<file path="src/rtl/pgen_pkg.sv">
package pgen_pkg;
  localparam int PHASES = 3;
  typedef logic [PHASES-1:0] ring_t;
  localparam ring_t RING_SAMPLE = 3'b001;

  // sample -> amplify -> hold -> sample
  function automatic ring_t ring_advance(ring_t r);
    return {r[PHASES-2:0], r[PHASES-1]};
  endfunction
endpackage

</file>
<file path="src/rtl/pgen_sync.sv">
module pgen_sync #(
  parameter int STAGES = 2
) (
  input  logic clk_i,
  input  logic rst_ni,
  input  logic d_i,
  output logic q_o
);
  logic [STAGES-1:0] sh_q;

  always_ff @(posedge clk_i or negedge rst_ni) begin
    if (!rst_ni) sh_q <= '0;
    else         sh_q <= {sh_q[STAGES-2:0], d_i};
  end

  assign q_o = sh_q[STAGES-1];
endmodule

</file>
<file path="src/rtl/pgen_period.sv">
module pgen_period #(
  parameter int CW = 8
) (
  input  logic          clk_i,
  input  logic          rst_ni,
  input  logic          lvl_i,
  output logic          edge_o,
  output logic [CW-1:0] cnt_o,
  output logic [CW-1:0] len_o,
  output logic          ok_o
);
  localparam logic [CW-1:0] CNT_MAX = '1;

  logic          prev_q, started_q, ok_q;
  logic [CW-1:0] cnt_q, len_q;

  assign edge_o = lvl_i & ~prev_q;

  always_ff @(posedge clk_i or negedge rst_ni) begin
    if (!rst_ni) begin
      prev_q    <= 1'b0;
      started_q <= 1'b0;
      ok_q      <= 1'b0;
      cnt_q     <= '0;
      len_q     <= '0;
    end else begin
      prev_q <= lvl_i;
      if (edge_o) begin
        started_q <= 1'b1;
        cnt_q     <= '0;
        if (started_q) begin
          ok_q  <= 1'b1;
          len_q <= (cnt_q == CNT_MAX) ? CNT_MAX : cnt_q + 1'b1;
        end
      end else if (cnt_q != CNT_MAX) begin
        cnt_q <= cnt_q + 1'b1;
      end
    end
  end

  assign cnt_o = cnt_q;
  assign len_o = len_q;
  assign ok_o  = ok_q;
endmodule

</file>
<file path="src/rtl/pgen_ring.sv">
module pgen_ring
  import pgen_pkg::*;
(
  input  logic  clk_i,
  input  logic  rst_ni,
  input  logic  edge_i,
  input  logic  ok_i,
  output ring_t ring_o
);
  ring_t ring_q, ring_d;

  always_comb begin
    ring_d = ring_q;
    if (edge_i) begin
      if (!$onehot(ring_q)) ring_d = RING_SAMPLE;
      else if (ok_i)        ring_d = ring_advance(ring_q);
    end
  end

  always_ff @(posedge clk_i or negedge rst_ni) begin
    if (!rst_ni) ring_q <= RING_SAMPLE;
    else         ring_q <= ring_d;
  end

  assign ring_o = ring_q;
endmodule

</file>
<file path="src/rtl/nonoverlap_phase_gen.sv">
module nonoverlap_phase_gen
  import pgen_pkg::*;
#(
  parameter int STAGES = 3,
  parameter int DEAD_W = 4,
  parameter int CNT_W  = 8,
  parameter int SYNC_N = 2
) (
  input  logic                  clk_ref_i,
  input  logic                  rst_ni,
  input  logic                  clk_in_i,
  input  logic [DEAD_W-1:0]     dead_i,
  output logic [3*STAGES-1:0]   phase_o,
  output logic                  fe_phase_o
);
  localparam logic [CNT_W:0] ONE_X = 1;

  logic             in_lvl, in_edge, meas_ok;
  logic [CNT_W-1:0] cnt, len;
  ring_t            ring_cur;

  pgen_sync #(.STAGES(SYNC_N)) u_sync (
    .clk_i(clk_ref_i), .rst_ni(rst_ni), .d_i(clk_in_i), .q_o(in_lvl)
  );

  pgen_period #(.CW(CNT_W)) u_period (
    .clk_i(clk_ref_i), .rst_ni(rst_ni), .lvl_i(in_lvl),
    .edge_o(in_edge), .cnt_o(cnt), .len_o(len), .ok_o(meas_ok)
  );

  pgen_ring u_ring (
    .clk_i(clk_ref_i), .rst_ni(rst_ni), .edge_i(in_edge),
    .ok_i(meas_ok), .ring_o(ring_cur)
  );

  // window test in one extra bit so cnt + dead cannot wrap
  logic [CNT_W:0] c_x, d_x, l_x;
  logic           win, fe_win, ring_ok;
  ring_t          ph0_d, ph0_q;
  logic           fe_d, fe_q;

  assign c_x     = {1'b0, cnt};
  assign d_x     = (CNT_W+1)'(dead_i);
  assign l_x     = {1'b0, len};
  assign win     = meas_ok && (c_x >= d_x) && ((c_x + d_x) < l_x);
  assign fe_win  = meas_ok && (c_x >= d_x) && ((c_x + d_x + ONE_X) < l_x);
  assign ring_ok = $onehot(ring_cur);
  assign ph0_d   = (ring_ok && win) ? ring_cur : '0;
  assign fe_d    = ring_ok && ring_cur[0] && fe_win;

  always_ff @(posedge clk_ref_i or negedge rst_ni) begin
    if (!rst_ni) begin
      ph0_q <= '0;
      fe_q  <= 1'b0;
    end else begin
      ph0_q <= ph0_d;
      fe_q  <= fe_d;
    end
  end

  // stage k takes bit (j - k) mod 3 of stage 0
  for (genvar k = 0; k < STAGES; k++) begin : g_stage
    for (genvar j = 0; j < PHASES; j++) begin : g_ph
      localparam int SRC = (j + PHASES - (k % PHASES)) % PHASES;
      assign phase_o[PHASES*k + j] = ph0_q[SRC];
    end
  end

  assign fe_phase_o = fe_q;
endmodule

</file>
<file path="config.mk">
export PLATFORM = sky130hd
export DESIGN_NAME = nonoverlap_phase_gen
export DESIGN_NICKNAME = d
export VERILOG_FILES = /design/src/rtl/pgen_pkg.sv /design/src/rtl/pgen_sync.sv /design/src/rtl/pgen_period.sv /design/src/rtl/pgen_ring.sv /design/src/rtl/nonoverlap_phase_gen.sv
export SDC_FILE = /design/constraint.sdc
export NUM_CORES = 1
export LEC_CHECK = 0
export BUFFER_PORTS_ARGS = -buffer_cell sky130_fd_sc_hd__buf_2
export CELL_PAD_IN_SITES_DETAIL_PLACEMENT = 1
export CELL_PAD_IN_SITES_GLOBAL_PLACEMENT = 2
export CORE_MARGIN = 2
export CORE_UTILIZATION = 39
export CTS_CLUSTER_DIAMETER = 60
export DETAILED_ROUTE_END_ITERATION = 6
export GPL_TIMING_DRIVEN = 0
export PLACE_DENSITY = 0.88
export SLEW_MARGIN = 0
export SYNTH_ARGS = -nofsm -noshare
export SYNTH_HDL_FRONTEND = slang
export SYNTH_SLANG_ARGS = --single-unit
</file>
<file path="constraint.sdc">
create_clock -name clk_ref_i -period 3.9 [get_ports clk_ref_i]
set_input_delay 0.585 -clock clk_ref_i [delete_from_list [all_inputs] [get_ports clk_ref_i]]
set_output_delay 0.585 -clock clk_ref_i [all_outputs]
set_load 0.1 [all_outputs]
</file>
==> Word level (Yosys, flattened, before mapping) <==
Cells that the tools add are included.
{ "word_totals": {"in_bits": 7, "regBits": 28, "out_inout_bits": 10} }
{ "classes": {"eq_ne": 4, "n_lt_le_gt_ge": 3, "addsub": 5, "bitwise_logic": 2, "n_reduce_logical": 9, "n_mux": 6} }
{ "op_table": {"columns": ["cell", "count"], "rows": [
  ["$mux W8", 3],
  ["$lt A9 B8 Y1", 2],
  ["$add A8 B4 Y9", 1],
  ["$add A9 B1 Y9 const B", 1],
  ["$mux W3", 3],
  ["$add A8 B1 Y8 const B", 1],
  ["$eq A8 B8 Y1 const B", 1],
  ["$ge A8 B4 Y1", 1],
  ["$ne A8 B8 Y1 const B", 1],
  ["$logic_and A1 B1 Y1", 6],
  ["$reduce_and A2 Y1", 2],
  ["$add A1 B1 Y2", 1],
  ["$add A2 B1 Y2", 1],
  ["$eq A2 B1 Y1 const B", 1],
  ["$ne A2 B1 Y1 const B", 1],
  ["$reduce_bool A2 Y1", 1],
  ["$and A1 B1 Y1", 1],
  ["$not A1 Y1", 1]
]} }

==> Depth between registers and ports, before layout <==
{ "logic_depth": {"depth_word": 5, "depth_mapped": 14, "depth_no_buf": 14} }

==> By module <==
A second synthesis with hierarchy kept.
{ "hier_totals": {"cells_unflattened": 219, "area_unflattened_um2": 2124.5} }
{ "modules_own_cells": {"columns": ["mod", "cells_per_inst", "seq_area_each_um2", "area_per_inst_um2", "n_inst"], "rows": [
  ["nonoverlap_phase_gen", 119, 100.1, 1028.5, 1],
  ["pgen_period", 78, 475.5, 838.3, 1],
  ["pgen_ring", 20, 76.3, 207.7, 1],
  ["pgen_sync", 2, 50.0, 50.0, 1]
]} }

==> Least setup slack after synthesis <==
No wires, ideal clock.
{ "synth_path": {"path_kind": "input to register", "from": "input port dead_i[0]", "to": "register fe_q, in the netlist fe_phase_o", "path_slack_ps": 1016, "setup_ps": 82, "stages": 14, "t_required_ps": 3818, "path_buffers": 0, "t_arrival_ps": 2803, "path_cell_list": "ha_1 inv_1 fa_1 inv_1 ha_1 nand2_1 nor2_2 a31oi_1 xnor2_1 ha_1 a21o_1 a211oi_1 nand3b_1 a31oi_1"} }
{ "synth_between": {"elab_chain_len": 5, "word_cells_on_any_way": 7, "cone_classes": "add/sub (2); order compare (2); reduce/logical (3)"} }
{ "synth_lines": {"columns": ["item", "line", "text"], "rows": [
  ["start, declared", "nonoverlap_phase_gen.sv:12", "input logic [DEAD_W-1:0] dead_i,"],
  ["$add A8 B4 Y9", "nonoverlap_phase_gen.sv:46", "assign fe_win = meas_ok && (c_x >= d_x) && ((c_x + d_x + ONE_X) < l_x);"],
  ["$add A9 B1 Y9", "nonoverlap_phase_gen.sv:46", null],
  ["$lt A9 B8 Y1", "nonoverlap_phase_gen.sv:46", null],
  ["$logic_and A1 B1 Y1 (*)", "nonoverlap_phase_gen.sv:46", null],
  ["$logic_and A1 B1 Y1 (*)", "nonoverlap_phase_gen.sv:49", "assign fe_d = ring_ok && ring_cur[0] && fe_win;"],
  ["named net fe_d", "nonoverlap_phase_gen.sv:40", "logic fe_d, fe_q;"],
  ["end signal, assigned", "nonoverlap_phase_gen.sv:54", "fe_q <= 1'b0;"],
  ["end signal, assigned", "nonoverlap_phase_gen.sv:57", "fe_q <= fe_d;"],
  ["end, declared", "nonoverlap_phase_gen.sv:40", null]
]} }
The timed path passes the listed nets; every way through them passes the cells marked *.
A chain may end at the register's enable or synchronous reset.

==> Worst setup path in the final report <==
{ "layout_path": {"from": "register u_period.cnt_q[0], in the netlist u_period.cnt_o[0]", "to": "register fe_q, in the netlist fe_phase_o"} }
{ "layout_between": {"elab_chain_len": 5, "word_cells_on_any_way": 7, "cone_classes": "add/sub (2); order compare (2); reduce/logical (3)"} }
{ "layout_lines": {"columns": ["item", "line", "text"], "rows": [
  ["start, declared", "pgen_period.sv:15", "logic [CW-1:0] cnt_q, len_q;"],
  ["start signal, assigned", "pgen_period.sv:36", "cnt_q <= cnt_q + 1'b1;"],
  ["$add A8 B4 Y9", "nonoverlap_phase_gen.sv:46", null],
  ["$add A9 B1 Y9", "nonoverlap_phase_gen.sv:46", null],
  ["$lt A9 B8 Y1", "nonoverlap_phase_gen.sv:46", null],
  ["$logic_and A1 B1 Y1 (*)", "nonoverlap_phase_gen.sv:46", null],
  ["$logic_and A1 B1 Y1 (*)", "nonoverlap_phase_gen.sv:49", null],
  ["named net fe_d", "nonoverlap_phase_gen.sv:40", null]
]} }
Marked as above.

==> run summary <==
Clk Latency, worst-skew pair: 270 ps
Worst min-delay path class: in -> async
Global-route wire length before repair: 6950 um
Detailed-route via count: 1,434
Core area: 0.00479 mm2
# IOs: 17
Critical path, cell by cell: ha_1 -> inv_1 -> fa_1 -> o21bai_1 -> a21oi_2 -> xnor2_2 -> a31oi_1 -> xnor2_1 -> ha_1 -> a21o_1 -> a211oi_1 -> nand3b_1 -> a31oi_1
Clock sinks: 28
Row count: 25
Port Buffer Count: 16
Routed wire length per instance: 13.3 um
Syn nets: 241
Setup crit end: fe_phase_o$_DFF_PN0_
CP Capture Type: flip-flop
Slew Limit Fails: 0
Area Growth Syn to Fin: 12.0%
Post-Syn Instances: 208
Post-CTS Setup Repair Bufs: 0
Iteration-0 DRC Markers: 20
Max-cap violations: 0
WP depth: 13
Period utilization: 80.2%
Synth cell types: 44
Initial Util: 41.0%
Routability congestion estimate: 0.778
ANT nets after route: 0
WP data required: 4080 ps
Synth top area cells: dfrtp_1 (34%), ha_1 (15%), inv_1 (4.2%)
CP Data Arrival Time: 3310 ps
Post-CTS Hold Buffers: 0
Final Setup Violations: 0
Top cell type's share of synthesized area: 34.5%
CP Class: reg -> reg
Minimum clock period: 3130 ps
Final Util: 45.9%
Diodes inserted: 0
R2R Path End: fe_phase_o$_DFF_PN0_
GRT Resource Usage Total: 16.1%
Top cells by count, synth: dfrtp_1 (27), ha_1 (24), inv_1 (22)
Worst setup SP type: flip-flop
Post-synth top area cell: dfrtp_1
Setup TNS: 0 ps
Number of global-route vias before repair: 1,552
Drt drc: 0
Crit-path leading delay family: compound AO/OA/AOI/OAI gates
Reg clk slew, reported paths: 100 ps
Initial DRT Pass Iterations: 3
Most common cell in the synthesized netlist: dfrtp_1
Syn_area_per_cell: 9.43 um2
CTS tree: built
Synth async-reset ratio: 100%
Worst path bufs/invs: 1
Worst r2r src: u_period.cnt_o[0]$_DFFE_PN0P_
Worst-margin pin slew: 607 ps
Synth Warn #: 0
Initial antenna violation count: 0
Layout cells sized above 1: 18.4%
CTS resizes: 0
Global route total overflow: 0
Die area: 0.00561 mm2
CTS max path bufs: 2
Largest net degree at the start of global routing: 29
Crit-path max cell delay: 430 ps
Outcome: completed
Root Buffer: clkbuf_8
RSZ-0062 raised after global routing: no
Drt total wl: 3930 um
R2r setup slk: 770 ps
Hold Vio Cnt, Final: 0
Top_reg_cell synth: dfrtp_1
FMAX: 0.320 GHz
Pleak: 1.07 nW
DP HPWL: 3230 um
TritonCTS Buffers: 3
CP max-delay cell: dfrtp_1
Slew HR: 59.5%
Worst-path fanout max: 6
Nets: 262
Yosys reg bits: 28
Power density cells: 635 mW/mm2
Vias/cell: 4.86
H-tree Lvls: 1
Number of synthesized flops with an enable pin: 0
CP startpoint: u_period.cnt_o[0]$_DFFE_PN0P_
Worst Skew: 6.16 ps
VDD IR-drop max: 209 uV
Register area share after synthesis: 35.8%
R2R depth: 13
Die X-Extent: 74.9 um
Die Ht: 74.9 um
Post-Syn Area: 0.00196 mm2
-- placed cells by master (no fill, tap or decap), types with 2 or more instances in the layout --
cell type,n
nor3_1,3
nand3_1,7
xor2_1,7
o21ai_1,2
xnor2_1,4
nor2b_1,5
nor2_1,15
ha_1,24
buf_2,17
a211oi_1,4
fa_1,2
a22o_1,2
nand4_1,2
clkbuf_1,2
xnor2_2,3
clkbuf_8,3
and3_1,4
buf_4,8
nor4_1,3
o21ai_0,13
nand2_1,15
mux2i_1,2
a31oi_1,3
nand2b_1,4
a21oi_1,4
nor2_2,2
inv_1,22
o211ai_1,2
dfrtp_1,27
-- routing by layer --
layer  GRT usage (%)  wire length [um]  up-vias
li1                -                 -      739
met5               0                 0        -
met3            2.01                53        4
met4            4.96                49        0
met2            25.9              1880        8
met1            22.7              1940      683
-- stage by stage --
stage	hold WS (ps)	instance area (um2)	power, mW	worst slack, ps	cells
after floorplan	289	1960	1.01	1020	208
after global placement	333	2120	1.17	656	291
after detailed placement	338	2120	1.18	547	291
after CTS	333	2200	1.42	753	295
after global routing	343	2200	1.54	562	295
final	310	2200	1.40	773	295
-- registers in the layout, indices dropped and copies added (netlist names) --
signal	flops
u_period.cnt_o	8
u_period.len_o	8
ph0_q	3
u_ring.ring_o	3
u_sync.sh_q	2
fe_phase_o	1
u_period.ok_o	1
u_period.prev_q	1
u_period.started_q	1
-- cells by family (layout without fill, tap and decap cells) --
family | Yosys count | in the layout | share of synthesized area [%]
buffers and inverters | 33 | 53 | 7.91
AO/OA/AOI/OAI | 36 | 36 | 11.4
flip-flops | 28 | 28 | 35.8
XOR/XNOR | 15 | 15 | 8.23
adder cells (fa/ha/maj) | 26 | 26 | 17.4
multiplexers | 2 | 2 | 1.02
AND/OR/NAND/NOR | 68 | 68 | 18.3
-- area by class of cell --
class                           instances  area (um2)
Fill cell                             568        2590
Multi-Input combinational cell        147        1100
Sequential cell                        28         702
Tap cell                               67        83.8
Inverter                               22        82.6
Timing Repair Buffer                   16        80.1
Buffer                                 11        72.6
Clock buffer                            3        41.3
Clock inverter                          1        30.0
-- report_power, final --
part	total, mW	switching [mW]	internal [mW]
Sequential	0.387	0.0398	0.347
Combinational	0.781	0.500	0.281
Clock	0.227	0.0898	0.137
Total	1.40	0.630	0.766
-- worst min-delay path by stage --
stage / startpoint / endpoint / slack (ps)
floorplan: rst_ni / fe_phase_o$_DFF_PN0_ / 290
global placement: u_sync.sh_q[0]$_DFF_PN0_ / u_sync.sh_q[1]$_DFF_PN0_ / 330
detailed placement: u_sync.sh_q[0]$_DFF_PN0_ / u_sync.sh_q[1]$_DFF_PN0_ / 340
CTS: rst_ni / u_period.cnt_o[3]$_DFFE_PN0P_ / 330
global route: rst_ni / u_period.started_q$_DFFE_PN0P_ / 340
finish: rst_ni / u_period.cnt_o[3]$_DFFE_PN0P_ / 310
(Power assumes the default switching activity.)
